## src/rtl/wdt_pkg.sv

```systemverilog
package wdt_pkg;
  typedef enum logic [1:0] {ST_RUN, ST_WAIT, ST_WAKE, ST_POST} wdt_st_e;

  localparam int unsigned CSR_TME = 7;
  localparam int unsigned CSR_ITV = 6;
  localparam int unsigned CSR_OVF = 5;

  // prescaler exponent per clock-select code
  function automatic int unsigned tap_exp(int unsigned idx);
    case (idx)
      0: tap_exp = 1;
      1: tap_exp = 2;
      2: tap_exp = 3;
      3: tap_exp = 4;
      4: tap_exp = 5;
      5: tap_exp = 6;
      6: tap_exp = 8;
      default: tap_exp = 12;
    endcase
  endfunction
endpackage

```

## src/rtl/wdt_prescaler.sv

```systemverilog
module wdt_prescaler #(
  parameter int unsigned PRE_W = 12,
  parameter int unsigned SEL_W = 3
) (
  input  logic             clk_i,
  input  logic             rst_ni,
  input  logic             clr_i,
  input  logic [SEL_W-1:0] sel_i,
  output logic             tick_o
);
  localparam int unsigned NTAP = 1 << SEL_W;

  logic [PRE_W-1:0] div_q;
  logic [NTAP-1:0]  tap_hit;

  always_ff @(posedge clk_i or negedge rst_ni) begin
    if (!rst_ni)    div_q <= '0;
    else if (clr_i) div_q <= '0;
    else            div_q <= div_q + 1'b1;
  end

  for (genvar g = 0; g < NTAP; g++) begin : g_tap
    localparam int unsigned E = wdt_pkg::tap_exp(g);
    assign tap_hit[g] = &div_q[E-1:0];
    initial begin
      AST_TAP_FITS: assert (E <= PRE_W && E >= 1);
    end
  end

  assign tick_o = tap_hit[sel_i];
endmodule

```

## src/rtl/wdt_regs.sv

```systemverilog
module wdt_regs
  import wdt_pkg::*;
#(
  parameter int unsigned DATA_W = 16,
  parameter logic [DATA_W/2-1:0] KEY_CNT = 8'h5A,
  parameter logic [DATA_W/2-1:0] KEY_CSR = 8'hA5
) (
  input  logic                clk_i,
  input  logic                rst_ni,
  input  logic                wr_en_i,
  input  logic                wr_sel_i,
  input  logic [DATA_W-1:0]   wr_data_i,
  input  logic                cnt_step_i,
  input  logic                set_flag_i,
  output logic [DATA_W/2-1:0] cnt_o,
  output logic [DATA_W/2-1:0] csr_o,
  output logic                cnt_wr_o,
  output logic                csr_wr_o
);
  localparam int unsigned HW = DATA_W / 2;

  logic [HW-1:0] key, low;
  logic [HW-1:0] cnt_q, csr_q;

  assign key = wr_data_i[DATA_W-1:HW];
  assign low = wr_data_i[HW-1:0];
  assign cnt_wr_o = wr_en_i && !wr_sel_i && (key == KEY_CNT);
  assign csr_wr_o = wr_en_i &&  wr_sel_i && (key == KEY_CSR);

  always_ff @(posedge clk_i or negedge rst_ni) begin
    if (!rst_ni)         cnt_q <= '0;
    else if (cnt_wr_o)   cnt_q <= low;
    else if (cnt_step_i) cnt_q <= cnt_q + 1'b1;
  end

  always_ff @(posedge clk_i or negedge rst_ni) begin
    if (!rst_ni) csr_q <= '0;
    else begin
      if (csr_wr_o) begin
        csr_q[CSR_TME] <= low[CSR_TME];
        csr_q[CSR_ITV] <= low[CSR_ITV];
        csr_q[2:0]     <= low[2:0];
      end
      csr_q[4:3] <= '0;
      // set wins over a clearing write in the same cycle
      if (set_flag_i)                     csr_q[CSR_OVF] <= 1'b1;
      else if (csr_wr_o && !low[CSR_OVF]) csr_q[CSR_OVF] <= 1'b0;
    end
  end

  assign cnt_o = cnt_q;
  assign csr_o = csr_q;

  AST_CNT_KEYED: assert property (@(posedge clk_i) disable iff (!rst_ni)
    (!cnt_wr_o && !cnt_step_i) |=> $stable(cnt_q));
  AST_CSR_KEYED: assert property (@(posedge clk_i) disable iff (!rst_ni)
    (!csr_wr_o && !set_flag_i) |=> $stable(csr_q));
endmodule

```

## src/rtl/wdt_standby_fsm.sv

```systemverilog
module wdt_standby_fsm
  import wdt_pkg::*;
#(
  parameter int unsigned CNT_W = 8
) (
  input  logic             clk_i,
  input  logic             rst_ni,
  input  logic             stby_req_i,
  input  logic             stby_en_i,
  input  logic             wake_i,
  input  logic             tme_i,
  input  logic             tick_i,
  input  logic [CNT_W-1:0] cnt_i,
  output logic             cnt_step_o,
  output logic             pre_clr_o,
  output logic             in_run_o,
  output logic             standby_o,
  output logic             restart_o,
  output logic             reenter_o
);
  localparam logic [CNT_W-1:0] HALF    = {1'b1, {(CNT_W-1){1'b0}}};
  localparam logic [CNT_W-1:0] HALF_M1 = {1'b0, {(CNT_W-1){1'b1}}};

  wdt_st_e st_q;
  logic    wake_q, restart_q, reenter_q, run, wake_edge;

  assign wake_edge  = wake_i != wake_q;
  assign run        = (st_q == ST_RUN && tme_i) || (st_q == ST_WAKE) ||
                      (st_q == ST_POST && stby_en_i);
  assign cnt_step_o = run && tick_i;
  assign pre_clr_o  = (st_q == ST_WAIT) && wake_edge;
  assign in_run_o   = st_q == ST_RUN;
  assign standby_o  = (st_q == ST_WAIT) || (st_q == ST_WAKE);

  always_ff @(posedge clk_i or negedge rst_ni) begin
    if (!rst_ni) begin
      st_q      <= ST_RUN;
      wake_q    <= 1'b0;
      restart_q <= 1'b0;
      reenter_q <= 1'b0;
    end else begin
      wake_q    <= wake_i;
      restart_q <= 1'b0;
      reenter_q <= 1'b0;
      case (st_q)
        ST_RUN:  if (stby_req_i) st_q <= ST_WAIT;
        ST_WAIT: if (wake_edge) st_q <= ST_WAKE;
        ST_WAKE: if (cnt_step_o && (&cnt_i)) begin
          st_q      <= ST_POST;
          restart_q <= 1'b1;
        end
        ST_POST: begin
          if (!stby_en_i) st_q <= ST_RUN;
          else if (cnt_step_o && cnt_i == HALF_M1) begin
            st_q      <= ST_WAIT;
            reenter_q <= 1'b1;
          end
        end
        default: st_q <= ST_RUN;
      endcase
    end
  end

  assign restart_o = restart_q;
  assign reenter_o = reenter_q;

  AST_REENTER_HALF: assert property (@(posedge clk_i) disable iff (!rst_ni)
    reenter_q |-> (cnt_i == HALF && standby_o));
  AST_RESTART_PULSE: assert property (@(posedge clk_i) disable iff (!rst_ni)
    restart_q |=> !restart_q);
endmodule

```

## src/rtl/wdt_standby_wake.sv

```systemverilog
module wdt_standby_wake
  import wdt_pkg::*;
#(
  parameter int unsigned DATA_W = 16,
  parameter int unsigned PRE_W  = 12,
  parameter logic [DATA_W/2-1:0] KEY_CNT = 8'h5A,
  parameter logic [DATA_W/2-1:0] KEY_CSR = 8'hA5
) (
  input  logic                clk_i,
  input  logic                rst_ni,
  input  logic                wr_en_i,
  input  logic                wr_sel_i,
  input  logic [DATA_W-1:0]   wr_data_i,
  input  logic                stby_req_i,
  input  logic                stby_en_i,
  input  logic                wake_i,
  output logic [DATA_W/2-1:0] cnt_o,
  output logic [DATA_W/2-1:0] csr_o,
  output logic                standby_o,
  output logic                clk_restart_o,
  output logic                ovf_flag_o,
  output logic                itv_irq_o,
  output logic                rst_req_o,
  output logic                stby_reenter_o
);
  localparam int unsigned CNT_W = DATA_W / 2;

  logic             tick, step, pre_clr, in_run, set_flag;
  logic             cnt_wr, csr_wr, rst_req_q;
  logic [CNT_W-1:0] cnt, csr;

  wdt_prescaler #(.PRE_W(PRE_W), .SEL_W(3)) u_pre (
    .clk_i  (clk_i),
    .rst_ni (rst_ni),
    .clr_i  (cnt_wr | csr_wr | pre_clr),
    .sel_i  (csr[2:0]),
    .tick_o (tick)
  );

  wdt_regs #(.DATA_W(DATA_W), .KEY_CNT(KEY_CNT), .KEY_CSR(KEY_CSR)) u_regs (
    .clk_i      (clk_i),
    .rst_ni     (rst_ni),
    .wr_en_i    (wr_en_i),
    .wr_sel_i   (wr_sel_i),
    .wr_data_i  (wr_data_i),
    .cnt_step_i (step),
    .set_flag_i (set_flag),
    .cnt_o      (cnt),
    .csr_o      (csr),
    .cnt_wr_o   (cnt_wr),
    .csr_wr_o   (csr_wr)
  );

  wdt_standby_fsm #(.CNT_W(CNT_W)) u_fsm (
    .clk_i      (clk_i),
    .rst_ni     (rst_ni),
    .stby_req_i (stby_req_i),
    .stby_en_i  (stby_en_i),
    .wake_i     (wake_i),
    .tme_i      (csr[CSR_TME]),
    .tick_i     (tick),
    .cnt_i      (cnt),
    .cnt_step_o (step),
    .pre_clr_o  (pre_clr),
    .in_run_o   (in_run),
    .standby_o  (standby_o),
    .restart_o  (clk_restart_o),
    .reenter_o  (stby_reenter_o)
  );

  // only a normal-mode wrap touches the flag
  assign set_flag = in_run && step && (&cnt);

  always_ff @(posedge clk_i or negedge rst_ni) begin
    if (!rst_ni) rst_req_q <= 1'b0;
    else         rst_req_q <= set_flag && !csr[CSR_ITV];
  end

  assign cnt_o      = cnt;
  assign csr_o      = csr;
  assign ovf_flag_o = csr[CSR_OVF];
  assign itv_irq_o  = csr[CSR_OVF] && csr[CSR_ITV];
  assign rst_req_o  = rst_req_q;

  AST_NO_FLAG_ON_WAKE: assert property (@(posedge clk_i) disable iff (!rst_ni)
    clk_restart_o |-> !$rose(ovf_flag_o));
  AST_RST_ONE_CYCLE: assert property (@(posedge clk_i) disable iff (!rst_ni)
    rst_req_o |=> !rst_req_o);
  AST_IRQ_HELD: assert property (@(posedge clk_i) disable iff (!rst_ni)
    (itv_irq_o && !(wr_en_i && wr_sel_i)) |=> itv_irq_o);
  AST_RST_NEEDS_WRAP: assert property (@(posedge clk_i) disable iff (!rst_ni)
    $rose(rst_req_o) |-> (cnt_o == '0 && ovf_flag_o));
endmodule

```

## config.mk

```make
export PLATFORM = sky130hd
export DESIGN_NAME = wdt_standby_wake
export DESIGN_NICKNAME = d
export VERILOG_FILES = /design/src/rtl/wdt_pkg.sv /design/src/rtl/wdt_prescaler.sv /design/src/rtl/wdt_regs.sv /design/src/rtl/wdt_standby_fsm.sv /design/src/rtl/wdt_standby_wake.sv
export SDC_FILE = /design/constraint.sdc
export NUM_CORES = 1
export LEC_CHECK = 0
export BUFFER_PORTS_ARGS = -buffer_cell sky130_fd_sc_hd__buf_2
export CAP_MARGIN = 20
export CORE_MARGIN = 4
export CORE_UTILIZATION = 57
export DETAILED_ROUTE_END_ITERATION = 8
export PLACE_DENSITY = 0.91
export SLEW_MARGIN = 20
export SYNTH_ARGS = -nofsm -noshare
export SYNTH_HDL_FRONTEND = slang
export SYNTH_SLANG_ARGS = --single-unit
```

## constraint.sdc

```tcl
create_clock -name clk_i -period 7 [get_ports clk_i]
set_input_delay 0 -clock clk_i [delete_from_list [all_inputs] [get_ports clk_i]]
set_output_delay 0 -clock clk_i [all_outputs]
set_load 0.1 [all_outputs]
```

==> run summary <==
Status - completed
Via Count - 1527
H-tree Lvls - 2
Detailed placement HPWL - 2660 um
Clock slew at the register clock pins of the worst setup and hold paths - 0.10 ns
Final setup TNS - 0 ns
Max Slew Vio Count - 0
Largest cells by area after synthesis - dfrtp_1, ha_1, nor2_1
Placement Cell Area - 2010 um2
Max Clock Skew - 0.00934 ns
RSZ-0062 raised after global routing - false
Critical Path End Type - flop
PostCTS Resize Cnt - 0
Die area - 4100 um2
Final setup violation count - 0
Maxcap violations - 0
Post-synth EDFFs - 0
Max VDD drop - 0.000301 V
Worst-margin pin slew - 0.719 ns
Fraction of layout cells with a size suffix above 1 - 26.2%
Via count of the first global-routing pass - 1529
Syn avg cell area - 9.84 um2
# IOs - 45
Yosys top cell by area - dfrtp_1
Port Buffers - 42
Clk_lat worst skew - 0.34 ns
Rel. slew slack - 52.1%
Nets - 268
Pin count of the biggest net entering global routing - 33
Global-route usage over all layers - 21.2%
DR WL/cell - 14.0 um
Hold WS - 0.0766 ns
CTS max path bufs - 2
Min-delay worst type - in -> reg
Post-Syn Instances - 182
Core area - 3030 um2
CTS sink cnt - 32
Total power density per cell area - 366 nW/um2
Yosys warns - 0
DR pass1 iterations - 4
Drt drc - 0
Die X - 64.0 um
Pwr Total - 0.799 mW
Layout area overhead - 21.7%
CTS root buffer - clkbuf_4
Final Instance Area - 2180 um2
Critical Path AT - 2.97 ns
Register bit total from synthesis - 32
Leakage - 1.09 nW
Total congestion overflow - 0
Register area share after synthesis - 44.7%
Worst path required time - 7.23 ns
Mapped Area - 1790 um2
CP max FO - 11
DR iter-0 viols - 107
Hold Vio Cnt, Final - 0
Minimum clock period - 2.74 ns
Initial Utilization - 59.1%
Synth cell types - 37
Antenna violations before repair - 0
Ys flop type - dfrtp_1
First-pass GRT wire length - 6810 um
Critical Setup Path Class - reg -> reg
N_diodes - 0
RePlAce Congestion - 0.845
Maximum clock frequency - 0.366 GHz
Setup crit start kind - flop
Fin crit share - 39.1%
Share of the synthesized area in the top cell type - 44.7%
Post-DRT Antenna Nets - 0
CTS tree - done
CTS buffer count - 5
Die Height - 64.0 um
Async SR Flop Fraction - 100%
WL final - 3930 um
FP Rows - 20
Via density per instance - 5.43
==> through the flow <==
stage	worst slack [ns]	instances	utilization, %
after CTS	4.33	281	72.0
after global placement	4.42	262	66.4
after floorplan	4.51	183	-
final	4.26	281	72.0
after global routing	4.01	281	72.0
after detailed placement	4.35	262	66.4
==> worst max-delay path, cell delays in order, from the launching register on <==
cell and delay [ns]:
dfrtp_1 0.44, ha_1 0.24, nand3_1 0.14, inv_1 0.10, ha_1 0.13, nor2b_1 0.12, a2111o_1 0.14, o2111ai_2 0.40
o311ai_1 0.46, nand3_1 0.16, mux2_4 0.31
==> registers in the layout (all words and copies together) (netlist names) <==
| signal | count |
|---|---|
| rst_req_o | 1 |
| u_fsm.reenter_o | 1 |
| u_fsm.restart_o | 1 |
| u_fsm.st_q | 2 |
| u_fsm.wake_q | 1 |
| u_pre.div_q | 12 |
| u_regs.cnt_o | 8 |
| u_regs.csr_o | 6 |
==> path summary, 6_finish.rpt <==
kind,start,endpoint,slack [ns],cells after the start
max,u_pre.div_q[0],u_fsm.st_q[1],4.26,10
max reg2reg,u_pre.div_q[0],u_fsm.st_q[1],4.26,10
min reg2reg,u_regs.csr_o[6],rst_req_o,0.49,1
min,stby_req_i,u_fsm.st_q[0],0.08,5
min in group asynchronous,rst_ni,u_regs.csr_o[7],0.23,2
max in group asynchronous,rst_ni,u_pre.div_q[4],6.30,2
==> per-layer routing <==
layer	vias up	global-route usage [%]	share of wire, %
met2	51	36.8	52
met3	13	3.69	5.0
li1	726	-	-
met5	-	0	0
met1	737	25.3	41
met4	0	9.97	2.3
==> area by class of cell <==
class / instances / area [um2]
multi-input cells: 133 / 903
clock buffers: 8 / 58.8
well taps: 44 / 55.1
inverters: 11 / 41.3
fillers: 215 / 848
repair buffers: 53 / 320
flip-flops and latches: 32 / 801
==> synthesized netlist by cell type (2+ instances only) <==
cell / n
o21ai_0: 2
nand4_1: 4
and2_1: 3
nor3_2: 3
xor2_1: 8
nand3_1: 12
xnor2_1: 8
ha_1: 9
nor4bb_1: 3
mux2_2: 5
a21oi_1: 11
nand2_1: 13
nand4b_1: 2
buf_4: 4
nor2_1: 30
clkbuf_1: 2
inv_1: 11
dfrtp_1: 32
mux2i_1: 2
==> power breakdown <==
group | leakage [nW] | internal (mW) | total, mW | switching [mW]
combinational | 0.629 | 0.114 | 0.414 | 0.301
clock | 0.0326 | 0.0495 | 0.110 | 0.0601
sequential | 0.423 | 0.225 | 0.275 | 0.0493
==> cell usage in the layout, fill, tap and decap left out, types with 2 or more instances in the layout <==
master / instances
a21oi_1: 11
and2_1: 3
buf_2: 42
clkbuf_1: 2
clkbuf_4: 5
conb_1: 2
dfrtp_1: 32
dlygate4sd3_1: 11
ha_1: 9
inv_1: 11
mux2_2: 5
mux2i_1: 2
nand2_1: 13
nand3_1: 12
nand4_1: 4
nand4b_1: 2
nor2_1: 30
nor3_2: 3
nor4bb_1: 3
o21ai_0: 2
xnor2_1: 8
xor2_1: 8
==> cell families after synthesis <==
logic type / count (synthesis) / share of synthesized area (%)
compound gates: 22 / 8.88
xor+xnor: 16 / 7.83
fa+ha+maj: 9 / 6.29
buf+inv: 18 / 5.03
flops: 32 / 44.7
mux: 8 / 5.10
other cells: 1 / 0.209
simple gates: 76 / 21.9
==> what timing repair did <==
| item | CTS | global route |
|---|---|---|
| buffers inserted | 0 | 0 |
| hold buffers | 11 | 0 |
| endpoints found under the setup margin | 0 | 0 |
| hold endpoints to repair | 48 | 0 |
No activity file was read; power rests on OpenSTA's default activity.
